==> config.mk <==
export PLATFORM = sky130hd
export DESIGN_NAME = rng_outbuf
export DESIGN_NICKNAME = d
export VERILOG_FILES = /design/src/rtl/rng_outbuf_pkg.sv /design/src/rtl/rng_outbuf_queue.sv /design/src/rtl/rng_outbuf_regs.sv /design/src/rtl/rng_outbuf.sv
export SDC_FILE = /design/constraint.sdc
export NUM_CORES = 1
export LEC_CHECK = 0
export CAP_MARGIN = 40
export CORE_UTILIZATION = 60
export CTS_BUF_LIST = sky130_fd_sc_hd__clkbuf_8 sky130_fd_sc_hd__clkbuf_16
export DETAILED_ROUTE_END_ITERATION = 8
export HOLD_SLACK_MARGIN = 0.12
export MAX_ROUTING_LAYER = met4
export PLACE_DENSITY_LB_ADDON = 0.12
export SLEW_MARGIN = 25
export SYNTH_ARGS = -nofsm -noshare
export SYNTH_HDL_FRONTEND = slang
export SYNTH_SLANG_ARGS = --single-unit
==> constraint.sdc <==
create_clock -name clk -period 6.9 [get_ports clk]
set_input_delay 1.035 -clock clk [delete_from_list [all_inputs] [get_ports clk]]
set_output_delay 1.035 -clock clk [all_outputs]
set_load 0.01 [all_outputs]
==> src/rtl/rng_outbuf_pkg.sv <==
package rng_outbuf_pkg;
    // Register byte addresses
    localparam logic [7:0] A_STAT = 8'h00;
    localparam logic [7:0] A_CTRL = 8'h04;
    localparam logic [7:0] A_CFG2 = 8'h08;
    localparam logic [7:0] A_CFG3 = 8'h0C;
    localparam logic [7:0] A_CFG4 = 8'h10;
    localparam logic [7:0] A_DATA = 8'h14;
    localparam logic [7:0] A_HOLD = 8'h18;
    localparam logic [7:0] A_FLAG = 8'h1C;
    localparam logic [7:0] A_ERRC = 8'h20;

    // Control bit positions
    localparam int C_SRST    = 0;
    localparam int C_HTEST   = 1;
    localparam int C_AUTOEAT = 4;
    localparam int C_START   = 5;
    localparam int C_GENMODE = 7;
    localparam int C_SINGLE  = 9;
    localparam int C_NOPERS  = 10;

    localparam logic [31:0] ERR_WORD = 32'h0000_0BAD;
    localparam logic [31:0] CFG2_RST = 32'h0000_210C;
    localparam logic [31:0] CFG3_RST = 32'h0002_6F09;

    localparam int WORDS_PER_GEN = 8;
    localparam int QCNT_CAP      = 4;

    typedef enum logic [1:0] {
        SZ_BYTE = 2'd0,
        SZ_HALF = 2'd1,
        SZ_WORD = 2'd2,
        SZ_RSVD = 2'd3
    } acc_size_e;
endpackage

==> src/rtl/rng_outbuf_queue.sv <==
// Word queue bookkeeping: holds the remaining word count, the capped
// availability field, the done flag, the reseed budget and the budget error.
// Assumes at most one command or read per cycle, as the bus serialises them.
module rng_outbuf_queue
    import rng_outbuf_pkg::*;
#(
    parameter longint unsigned RESEED_LIMIT = 64'd1 << 48
) (
    input  logic       clk,
    input  logic       rst_n,
    input  logic       soft_rst,
    input  logic       gen_cmd,
    input  logic       reseed_cmd,
    input  logic       rd_req,
    input  logic       in_reset,
    input  logic       auto_en,
    input  logic       done_clr,
    input  logic       rserr_clr,
    output logic [2:0] qcnt,
    output logic       done,
    output logic       rserr,
    output logic       pop,
    output logic       gen_evt,
    output logic       reseed_evt
);
    localparam int BW = $clog2(RESEED_LIMIT + 1);
    localparam int CW = $clog2(WORDS_PER_GEN + 1);

    logic [CW-1:0] cnt_q;
    logic [2:0]    qcnt_q;
    logic          done_q, rserr_q, gen_evt_q, rs_evt_q;
    logic [BW-1:0] budget_q;
    logic          rd_good, refill, do_gen, budget_empty, auto_rs;
    logic [CW-1:0] cnt_left;

    // Decide whether a read is served and whether a generate happens now
    always_comb begin
        rd_good      = rd_req && !in_reset && (cnt_q != '0);
        cnt_left     = cnt_q - CW'(1);
        refill       = rd_good && auto_en && (cnt_left <= CW'(3));
        do_gen       = !soft_rst && (gen_cmd || refill);
        budget_empty = (budget_q == '0);
        auto_rs      = do_gen && budget_empty;
    end

    // Queue state, budget and event registers
    always_ff @(posedge clk) begin
        if (!rst_n) begin
            cnt_q     <= '0;
            qcnt_q    <= '0;
            done_q    <= 1'b0;
            rserr_q   <= 1'b0;
            budget_q  <= '0;
            gen_evt_q <= 1'b0;
            rs_evt_q  <= 1'b0;
        end else begin
            gen_evt_q <= do_gen;
            rs_evt_q  <= (reseed_cmd && !soft_rst) || auto_rs;
            if (done_clr)  done_q  <= 1'b0;
            if (rserr_clr) rserr_q <= 1'b0;
            if (soft_rst) begin
                cnt_q  <= '0;
                qcnt_q <= '0;
                done_q <= 1'b0;
            end else if (do_gen) begin
                cnt_q    <= CW'(WORDS_PER_GEN);
                qcnt_q   <= 3'(QCNT_CAP);
                budget_q <= budget_empty ? BW'(RESEED_LIMIT - 1) : budget_q - BW'(1);
                if (auto_rs) rserr_q <= 1'b1;
                if (gen_cmd) done_q  <= 1'b1;
            end else if (reseed_cmd) begin
                cnt_q    <= '0;
                budget_q <= BW'(RESEED_LIMIT);
                done_q   <= 1'b1;
            end else if (rd_good) begin
                cnt_q <= cnt_left;
                if (cnt_left < CW'(QCNT_CAP)) qcnt_q <= 3'(cnt_left);
            end
        end
    end

    assign qcnt       = qcnt_q;
    assign done       = done_q;
    assign rserr      = rserr_q;
    assign pop        = rd_good;
    assign gen_evt    = gen_evt_q;
    assign reseed_evt = rs_evt_q;

    p_gen_fill_r1: assert property (@(posedge clk) disable iff (!rst_n)
        do_gen |=> (cnt_q == CW'(WORDS_PER_GEN)) && (qcnt_q == 3'(QCNT_CAP)) && gen_evt_q);
    p_read_dec_r2: assert property (@(posedge clk) disable iff (!rst_n)
        (rd_good && !refill && !soft_rst) |=> cnt_q == CW'($past(cnt_q) - CW'(1)));
    p_bad_read_keeps_r3: assert property (@(posedge clk) disable iff (!rst_n)
        (rd_req && !rd_good && !soft_rst && !gen_cmd && !reseed_cmd) |=> $stable(cnt_q));
    p_budget_auto_r6: assert property (@(posedge clk) disable iff (!rst_n)
        auto_rs |=> rserr_q && rs_evt_q);
    p_soft_clear_r7: assert property (@(posedge clk) disable iff (!rst_n)
        soft_rst |=> (cnt_q == '0) && (qcnt_q == '0) && !done_q);
endmodule

==> src/rtl/rng_outbuf_regs.sv <==
// Software-visible configuration registers with revision-dependent write
// masking. Assumes wr_en is already qualified by a valid word-size access.
module rng_outbuf_regs
    import rng_outbuf_pkg::*;
#(
    parameter logic [15:0] HW_REV = 16'h0200
) (
    input  logic        clk,
    input  logic        rst_n,
    input  logic        wr_en,
    input  logic [7:0]  addr,
    input  logic [31:0] wdata,
    input  logic        slv_set,
    output logic [31:0] ctrl_wval,
    output logic [31:0] ctrl_q,
    output logic [31:0] cfg2_q,
    output logic [31:0] cfg3_q,
    output logic [31:0] cfg4_q,
    output logic        hold_q,
    output logic        errc_q,
    output logic        slv_q
);
    localparam bit OLD_REV = (HW_REV < 16'h0200);
    localparam logic [31:0] CTRL_KEEP = OLD_REV ?
        ~((32'd1 << C_SINGLE) | (32'd1 << C_NOPERS)) :
        ~((32'd1 << C_AUTOEAT) | (32'd1 << C_HTEST));

    logic cfg_wr_allow;

    generate
        if (OLD_REV) begin : g_old_rev
            assign cfg_wr_allow = 1'b0;
        end else begin : g_new_rev
            assign cfg_wr_allow = 1'b1;
        end
    endgenerate

    // Masked control value as it will be stored
    assign ctrl_wval = wdata & CTRL_KEEP;

    // Register file update
    always_ff @(posedge clk) begin
        if (!rst_n) begin
            ctrl_q <= '0;
            cfg2_q <= CFG2_RST;
            cfg3_q <= CFG3_RST;
            cfg4_q <= '0;
            hold_q <= 1'b1;
            errc_q <= 1'b0;
            slv_q  <= 1'b0;
        end else begin
            if (wr_en) begin
                case (addr)
                    A_CTRL: ctrl_q <= ctrl_wval;
                    A_CFG2: if (cfg_wr_allow) cfg2_q <= wdata;
                    A_CFG3: if (cfg_wr_allow) cfg3_q <= wdata;
                    A_CFG4: if (cfg_wr_allow) cfg4_q <= wdata;
                    A_HOLD: hold_q <= wdata[0];
                    A_ERRC: errc_q <= wdata[0];
                    A_FLAG: if (wdata[0]) slv_q <= 1'b0;
                    default: ;
                endcase
            end
            if (slv_set) slv_q <= 1'b1;
        end
    end

    generate
        if (OLD_REV) begin : g_chk_old
            p_cfg_drop_r8: assert property (@(posedge clk) disable iff (!rst_n)
                (wr_en && addr == A_CFG2) |=> $stable(cfg2_q));
        end else begin : g_chk_new
            p_cfg_write_r8: assert property (@(posedge clk) disable iff (!rst_n)
                (wr_en && addr == A_CFG2) |=> cfg2_q == $past(wdata));
        end
    endgenerate

    p_slv_flag_r10: assert property (@(posedge clk) disable iff (!rst_n)
        slv_set |=> slv_q);
endmodule

==> src/rtl/rng_outbuf.sv <==
// Output word buffer top: decodes the 32-bit register bus, turns control
// writes into generate, reseed and soft-reset commands, and muxes read data.
// Assumes one bus access per cycle with a same-cycle combinational response.
module rng_outbuf
    import rng_outbuf_pkg::*;
#(
    parameter logic [15:0]     HW_REV       = 16'h0200,
    parameter longint unsigned RESEED_LIMIT = 64'd1 << 48
) (
    input  logic        clk,
    input  logic        rst_n,
    input  logic        bus_sel,
    input  logic        bus_wr,
    input  logic [1:0]  bus_size,
    input  logic [7:0]  bus_addr,
    input  logic [31:0] bus_wdata,
    output logic [31:0] bus_rdata,
    output logic        bus_err,
    output logic        src_pop,
    input  logic [31:0] src_word,
    output logic        gen_evt,
    output logic        reseed_evt
);
    logic        size_ok, wr_en, rd_en, ctrl_wr, in_reset;
    logic        soft_rst, cmd_ok, gen_cmd, reseed_cmd, auto_en, rd_data;
    logic        done_clr, rserr_clr, slv_set;
    logic [31:0] ctrl_wval, ctrl_q, cfg2_q, cfg3_q, cfg4_q;
    logic        hold_q, errc_q, slv_q, done, rserr;
    logic [2:0]  qcnt;

    // Access qualification and command decode
    always_comb begin
        size_ok    = (bus_size == SZ_WORD);
        wr_en      = bus_sel && size_ok && bus_wr;
        rd_en      = bus_sel && size_ok && !bus_wr;
        bus_err    = bus_sel && !size_ok;
        slv_set    = bus_err && errc_q;
        in_reset   = hold_q || ctrl_q[C_SRST];
        ctrl_wr    = wr_en && (bus_addr == A_CTRL);
        soft_rst   = (ctrl_wr && !hold_q && ctrl_wval[C_SRST]) ||
                     (wr_en && (bus_addr == A_HOLD) && bus_wdata[0] && !hold_q);
        cmd_ok     = ctrl_wr && !hold_q && !ctrl_wval[C_SRST] && ctrl_wval[C_START];
        gen_cmd    = cmd_ok && ctrl_wval[C_GENMODE];
        reseed_cmd = cmd_ok && !ctrl_wval[C_GENMODE];
        auto_en    = !ctrl_q[C_SINGLE] && ctrl_q[C_START];
        rd_data    = rd_en && (bus_addr == A_DATA);
        done_clr   = wr_en && (bus_addr == A_STAT) && bus_wdata[0];
        rserr_clr  = wr_en && (bus_addr == A_FLAG) && bus_wdata[1];
    end

    rng_outbuf_regs #(.HW_REV(HW_REV)) regs_i (
        .clk       (clk),
        .rst_n     (rst_n),
        .wr_en     (wr_en),
        .addr      (bus_addr),
        .wdata     (bus_wdata),
        .slv_set   (slv_set),
        .ctrl_wval (ctrl_wval),
        .ctrl_q    (ctrl_q),
        .cfg2_q    (cfg2_q),
        .cfg3_q    (cfg3_q),
        .cfg4_q    (cfg4_q),
        .hold_q    (hold_q),
        .errc_q    (errc_q),
        .slv_q     (slv_q)
    );

    rng_outbuf_queue #(.RESEED_LIMIT(RESEED_LIMIT)) queue_i (
        .clk        (clk),
        .rst_n      (rst_n),
        .soft_rst   (soft_rst),
        .gen_cmd    (gen_cmd),
        .reseed_cmd (reseed_cmd),
        .rd_req     (rd_data),
        .in_reset   (in_reset),
        .auto_en    (auto_en),
        .done_clr   (done_clr),
        .rserr_clr  (rserr_clr),
        .qcnt       (qcnt),
        .done       (done),
        .rserr      (rserr),
        .pop        (src_pop),
        .gen_evt    (gen_evt),
        .reseed_evt (reseed_evt)
    );

    // Read data multiplexer
    always_comb begin
        bus_rdata = '0;
        if (rd_en) begin
            case (bus_addr)
                A_STAT: bus_rdata = {20'd0, qcnt, 8'd0, done};
                A_CTRL: bus_rdata = ctrl_q;
                A_CFG2: bus_rdata = cfg2_q;
                A_CFG3: bus_rdata = cfg3_q;
                A_CFG4: bus_rdata = cfg4_q;
                A_DATA: bus_rdata = src_pop ? src_word : ERR_WORD;
                A_HOLD: bus_rdata = {31'd0, hold_q};
                A_FLAG: bus_rdata = {30'd0, rserr, slv_q};
                A_ERRC: bus_rdata = {31'd0, errc_q};
                default: bus_rdata = '0;
            endcase
        end
    end

    p_bad_size_r10: assert property (@(posedge clk) disable iff (!rst_n)
        (bus_sel && !size_ok) |=> $stable(ctrl_q) && $stable(hold_q) && $stable(cfg2_q));
    p_err_word_r3: assert property (@(posedge clk) disable iff (!rst_n)
        (rd_data && in_reset) |-> (bus_rdata == ERR_WORD) && !src_pop);
endmodule

Word-level counts from Yosys, hierarchy flattened
Cells that the tools add are included.

Output and inout bits: 36. Flip-flop bits (word level): 189. Logic and storage cells: 121. Input bits: 78.

Reduce and logical (&&, ||, !) cells: 63. Multiplexer cells: 25. $lt $le $gt $ge: 2. Equal/unequal tests: 10. Add/sub/neg operators: 2. Bitwise operators: 3.

Operators with widths (count): one-hot mux 32 bit (9 select lines) (1); 2-to-1 mux 49 bit (3); 2-to-1 mux 32 bit (2); logical NOT 49 bit (1); subtractor 49 x 1 -> 49 bit, second input constant (1); equality test 8 x 5 -> 1 bit, second input constant (4); logical AND 1 bit (28); equality test 8 x 4 -> 1 bit, second input constant (2); AND reduction 2 bit (7); 2-to-1 mux 1 bit (12); 2-to-1 mux 3 bit (4); 2-to-1 mux 4 bit (3); nonzero test 2 bit (6); AND reduction 3 bit (3); equality test 8 x 3 -> 1 bit, second input constant (1); equality test 8 x 6 -> 1 bit, second input constant (1); logical NOT 1 bit (8); logical NOT 8 bit (1); <= comparator 4 x 2 -> 1 bit, second input constant (1); logical OR 1 bit (4); less-than comparator 4 x 3 -> 1 bit, second input constant (1); nonzero test 4 bit (1); OR reduction 4 bit (1); subtractor 4 x 1 -> 4 bit, second input constant (1); 6 further kinds (8).

Logic depth before layout (Yosys ltp)
Depth in word-level cells: 14. Mapped depth: 10.

Hierarchy
From an unflattened synthesis, not the netlist that was laid out.

Cell total of the unflattened synthesis: 1205. Area total of the unflattened synthesis: 10226.1 µm².

By module, submodules not included: rng_outbuf_regs (instances 1, cells an instance 514, area each 5133.7 µm²); rng_outbuf_queue (instances 1, cells an instance 447, area each 3328.2 µm²); rng_outbuf (instances 1, cells an instance 244, area each 1764.2 µm²).

Worst setup path before layout
OpenSTA, ideal clock, no wires.

Path kind: input -> output. From: input port bus_wr. To: output port bus_rdata[14]. Arrival: 2.884 ns. Stages on the path: 8. Slack: 2.981 ns. Data required time: 5.865 ns. Path buffers: 3. Cell sequence: nand4bb_1 > or4_1 > clkbuf_1 > nor3_1 > buf_2 > clkbuf_1 > nand2_1 > a31oi_1.

Cells in the longest elaborated chain, start to end: 8.

Ends and longest elaborated chain: start: declaration (line rng_outbuf.sv:13) `input logic bus_wr,`; logical NOT 1 bit * (line rng_outbuf.sv:35) `rd_en = bus_sel && size_ok && !bus_wr;`; logical AND 1 bit * (line rng_outbuf.sv:35); logical AND 1 bit (line rng_outbuf.sv:46) `rd_data = rd_en && (bus_addr == A_DATA);`; logical AND 1 bit (2 in series) (line rng_outbuf_queue.sv:38) `rd_good = rd_req && !in_reset && (cnt_q != '0);`; 2-to-1 mux 32 bit (line rng_outbuf.sv:97) `A_DATA: bus_rdata = src_pop ? src_word : ERR_WORD;`; one-hot mux 32 bit (9 select lines) (line rng_outbuf.sv:91) `case (bus_addr)`; 2-to-1 mux 32 bit * (line rng_outbuf.sv:90) `if (rd_en) begin`; end: declaration (line rng_outbuf.sv:17) `output logic [31:0] bus_rdata,`.

Mark *: on every way between the ends. The rest lies on a longest branch, timed or not.

Worst setup path after layout
From: input port bus_addr[3]. To: output port bus_rdata[30].

Cells in the longest elaborated chain, start to end: 7. Elaborated cells between the ends (all ways): 15. Those cells by class: eq/ne (8); mux (3); reduce/logical (4).

Ends and longest elaborated chain: start: declaration (line rng_outbuf.sv:15) `input logic [7:0] bus_addr,`; equality test 8 x 5 -> 1 bit (line rng_outbuf.sv:46, rng_outbuf.sv:91); logical AND 1 bit (line rng_outbuf.sv:46); logical AND 1 bit (2 in series) (line rng_outbuf_queue.sv:38); 2-to-1 mux 32 bit (line rng_outbuf.sv:97); one-hot mux 32 bit (9 select lines) * (line rng_outbuf.sv:91); 2-to-1 mux 32 bit * (line rng_outbuf.sv:90).

Marked as above.

==> qor.txt <==
total DRC errors in the routed layout = 0
launch instance of the worst register-to-register path = queue_i.cnt_q[0]$_SDFFE_PP0N_
cell area power density = 204 nW/um2
FFs w/ async S/R, synth = 0
Yosys reg bits = 189
CTS tree = yes
count of maximum capacitance violations = 0
area of the die = 16,100 um2
sum of buffers and inverters on the critical path = 3
Final Routed Wirelength = 25.8 mm
setup skew after layout = 0.0140 ns
startpoint type of the worst setup path = input pin
type of the setup path with the least slack = in2out
simple-gate share of the synthesized area = 0.242
Endpoint, Worst Hold = regs_i.cfg4_q[18]$_SDFFE_PN0P_
number of top-level pins = 114
leakage power of the design = 3.83 nW
final antenna-violating net count = 0
part of the cycle the worst path needs = 0.809
category of the worst setup path capture point = primary output
Post CTS Setup Buffer Count = 0
most used cell along the critical path = sky130_fd_sc_hd__clkdlybuf4s50_1
Clk pin slew, worst setup/hold paths = 0.07 ns
First DRT Iteration DRCs = 860
depth of the worst register-to-register path = 8
DR WL/cell = 17.6 um
run status = complete, no violations
total half-perimeter wirelength after legalization and detailed placement = 16.4 mm
endpoint of the worst register-to-register path = queue_i.budget_q[14]$_SDFFE_PN0P_
delay-heaviest family, CP = buffers and inverters
wire length of the first global-routing pass = 42.6 mm
number of nets at the end of the flow = 1,348
Synth Area in Compound Gates = 0.284
die outline height = 127 um
Worst Path Arrival = 4.55 ns
Final Critical Period = 5.59 ns
vias per std cell = 6.20
number of sinks driven by the clock tree = 189
share of cells above drive strength 1 = 0.0688
highest clock frequency the design can meet = 179 MHz
EDFF count, synth = 0
sequential share of the synthesized area = 0.405
combinational family with the most area after synthesis = compound AO/OA/AOI/OAI gates
CTS Hold Buffers Added = 0
Setup violations, final = 0
vias after detailed routing = 9,102
maximum number of pins on one net before global-route repair = 85
Resize count post-CTS = 0
H-tree depth = 4
mean cell area of the mapped netlist = 7.78 um2
clock buffers created by TritonCTS = 17
hold violation count in the final report = 0
Util after Layout = 0.738
primary flip-flop cell chosen by synthesis mapping = sky130_fd_sc_hd__dfxtp_1
Clock Tree Buf Depth = 2
Row Count = 45
count of TritonRoute iterations in the first routing pass = 5
synthesized net count = 1,280
all-layer global routing usage = 0.338
FILL cells = 1,211
final setup TNS = 0 ns
unrepaired setup endpoints after global routing = false
register-to-register setup slack = 3.65 ns
CP Cell Sequence = clkdlybuf4s50_1 > or4_1 > nor3_2 > buf_4 > a221oi_1 > a21oi_1 > clkdlybuf4s50_1
worst min-delay path category = reg2reg
vias in the first global route = 8,412
source-to-sink clock delay at the later pin of the worst-skew pair = 0.43 ns
Yosys cell types = 65
number of slew-limit violations in the final report = 0
Worst Tran Pin Value = 0.748 ns
Initial Utilization = 0.614
required time of the worst setup path = 5.86 ns
total congestion overflow = 0
placer's final routability congestion estimate = 0.851
port buffer count = 113
worst-case vdd ir drop = 186 uV
antenna diode instance count = 0
mapped cell area = 9330 um2
number of antenna violations at the first check in global routing = 0
width of the die = 127 um
HP Start = regs_i.cfg4_q[18]$_SDFFE_PN0P_
worst-case headroom to the max-slew limit = 0.499
synthesized-area fraction occupied by adder cells = 0.00402
Hold Crit Depth = 2
slowest stage cell, crit path = sky130_fd_sc_hd__or4_1
xor/xnor cell area share of the yosys netlist = 0.00282
multiplexer fraction of the synthesized cell area = 0.00979
Yosys warning count = 0
peak fanout along the critical path = 24
total core area = 15,200 um2
clock root buffer master = sky130_fd_sc_hd__clkbuf_16
synthesized netlist cell count = 1,199
slowest stage delay, CP = 0.89 ns
P&R area growth vs syn = 20.2%
## logic make-up after synthesis
family | Yosys count
buf+inv | 114
flops | 189
compound gates | 378
xor+xnor | 3
simple gates | 503
mux | 9
fa+ha+maj | 3
## through the flow
stage | setup WS (ns) | instance area, um2 | std cells | total power, mW | hold slack, ns
global placement | 1.45 | 10500 | 1432 | 1.22 | 0.451
detailed placement | 1.37 | 10500 | 1435 | 1.22 | 0.452
CTS | 1.34 | 11200 | 1467 | 2.30 | 0.466
global route | 1.21 | 11200 | 1468 | 2.35 | 0.484
floorplan | 2.98 | 9330 | 1199 | 1.16 | 0.431
finish | 1.31 | 11200 | 1468 | 2.29 | 0.462
## registers in the layout (all words and copies together) (netlist names)
name	count
queue_i.rserr	1
regs_i.errc_q	1
regs_i.cfg2_q	32
regs_i.hold_q	1
queue_i.budget_q	49
regs_i.ctrl_q	30
regs_i.cfg4_q	32
queue_i.cnt_q	4
regs_i.cfg3_q	32
queue_i.qcnt	3
queue_i.done	1
queue_i.reseed_evt	1
queue_i.gen_evt	1
regs_i.slv_q	1
## layer usage
metal,global-route usage,up-vias,wire (um)
met5,-,-,0
met1,0.437,4328,11400
met2,0.551,366,12300
li1,-,4363,-
met3,0.0548,45,1750
met4,0.0896,0,416
## layout make-up
class / instances / area, um2 / area share
clock inverters: 14 / 216 / 0.0193
repair buffers: 135 / 1330 / 0.118
flip-flops and latches: 189 / 3780 / 0.337
inverters: 28 / 105 / 0.00937
well taps: 188 / 235 / 0.0210
multi-input cells: 896 / 5110 / 0.456
clock buffers: 18 / 439 / 0.0391
## tightest hold or removal path, cell delays in order, from the launching register on
cell and delay [ns]:
sky130_fd_sc_hd__dfxtp_1 0.31, sky130_fd_sc_hd__nand2_1 0.04, sky130_fd_sc_hd__a21boi_0 0.06
## cells in the final DEF (no fill, tap or decap), types with 8 or more instances in the layout
cell / count
sky130_fd_sc_hd__inv_1: 30
sky130_fd_sc_hd__o2bb2ai_1: 11
sky130_fd_sc_hd__nand3_1: 25
sky130_fd_sc_hd__a31oi_1: 27
sky130_fd_sc_hd__nor2_1: 42
sky130_fd_sc_hd__a22oi_1: 45
sky130_fd_sc_hd__a21oi_1: 52
sky130_fd_sc_hd__clkdlybuf4s50_1: 112
sky130_fd_sc_hd__clkbuf_16: 17
sky130_fd_sc_hd__nand4_1: 9
sky130_fd_sc_hd__dfxtp_1: 189
sky130_fd_sc_hd__nand2b_1: 8
sky130_fd_sc_hd__buf_4: 19
sky130_fd_sc_hd__nor4_1: 13
sky130_fd_sc_hd__a21o_1: 10
sky130_fd_sc_hd__mux2i_1: 8
sky130_fd_sc_hd__nand2_1: 324
sky130_fd_sc_hd__a21boi_0: 116
sky130_fd_sc_hd__o21ai_0: 58
sky130_fd_sc_hd__nor3_1: 26
sky130_fd_sc_hd__a221oi_1: 13
## worst max path at each step
stage / start / to / slack, ns / cells after the start
final: bus_addr[3] / bus_rdata[30] / 1.31 / 7
after global routing: bus_addr[3] / bus_rdata[30] / 1.21 / 7
after CTS: bus_addr[3] / bus_rdata[30] / 1.34 / 7
after detailed placement: bus_addr[3] / bus_rdata[30] / 1.37 / 7
after global placement: bus_addr[3] / bus_rdata[25] / 1.45 / 7
after floorplan: bus_wr / bus_rdata[14] / 2.98 / 8
## power breakdown
| group | leakage, nW | internal [mW] | switching (mW) | total, mW |
|---|---|---|---|---|
| clock | 0.325 | 0.655 | 0.435 | 1.09 |
| combinational | 1.98 | 0.0585 | 0.0503 | 0.109 |
| sequential | 1.52 | 1.09 | 0.0000850 | 1.09 |
## cells in the mapped netlist, types with 3 or more instances
master | number | share of area
sky130_fd_sc_hd__nor4_1 | 13 | 0.0087
sky130_fd_sc_hd__mux2i_1 | 8 | 0.0086
sky130_fd_sc_hd__or4_1 | 3 | 0.0024
sky130_fd_sc_hd__ha_1 | 3 | 0.0040
sky130_fd_sc_hd__a21boi_0 | 116 | 0.093
sky130_fd_sc_hd__or2_1 | 3 | 0.0020
sky130_fd_sc_hd__dfxtp_1 | 189 | 0.41
sky130_fd_sc_hd__a22oi_1 | 45 | 0.036
sky130_fd_sc_hd__nand2_1 | 324 | 0.13
sky130_fd_sc_hd__nand3_1 | 25 | 0.013
sky130_fd_sc_hd__nor3b_1 | 5 | 0.0040
sky130_fd_sc_hd__nand4_1 | 9 | 0.0060
sky130_fd_sc_hd__o21a_1 | 3 | 0.0024
sky130_fd_sc_hd__nor3_1 | 31 | 0.017
sky130_fd_sc_hd__buf_2 | 9 | 0.0048
sky130_fd_sc_hd__clkbuf_1 | 69 | 0.028
sky130_fd_sc_hd__a222oi_1 | 6 | 0.0064
sky130_fd_sc_hd__a221oi_1 | 13 | 0.012
sky130_fd_sc_hd__a22o_1 | 6 | 0.0056
sky130_fd_sc_hd__and2_1 | 4 | 0.0027
sky130_fd_sc_hd__inv_1 | 28 | 0.011
sky130_fd_sc_hd__o22ai_1 | 3 | 0.0020
sky130_fd_sc_hd__o22ai_2 | 5 | 0.0067
sky130_fd_sc_hd__a21oi_1 | 52 | 0.028
sky130_fd_sc_hd__nor4_2 | 4 | 0.0054
sky130_fd_sc_hd__a31oi_1 | 27 | 0.018
sky130_fd_sc_hd__a21oi_2 | 5 | 0.0047
sky130_fd_sc_hd__nor2b_1 | 4 | 0.0027
sky130_fd_sc_hd__nor2_1 | 47 | 0.019
sky130_fd_sc_hd__o2bb2ai_1 | 11 | 0.010
sky130_fd_sc_hd__o31ai_1 | 3 | 0.0024
sky130_fd_sc_hd__or3_1 | 6 | 0.0040
sky130_fd_sc_hd__nand2b_1 | 8 | 0.0054
sky130_fd_sc_hd__buf_4 | 4 | 0.0032
sky130_fd_sc_hd__a21o_1 | 10 | 0.0080
sky130_fd_sc_hd__o21ai_0 | 58 | 0.031
(Power assumes the default switching activity.)
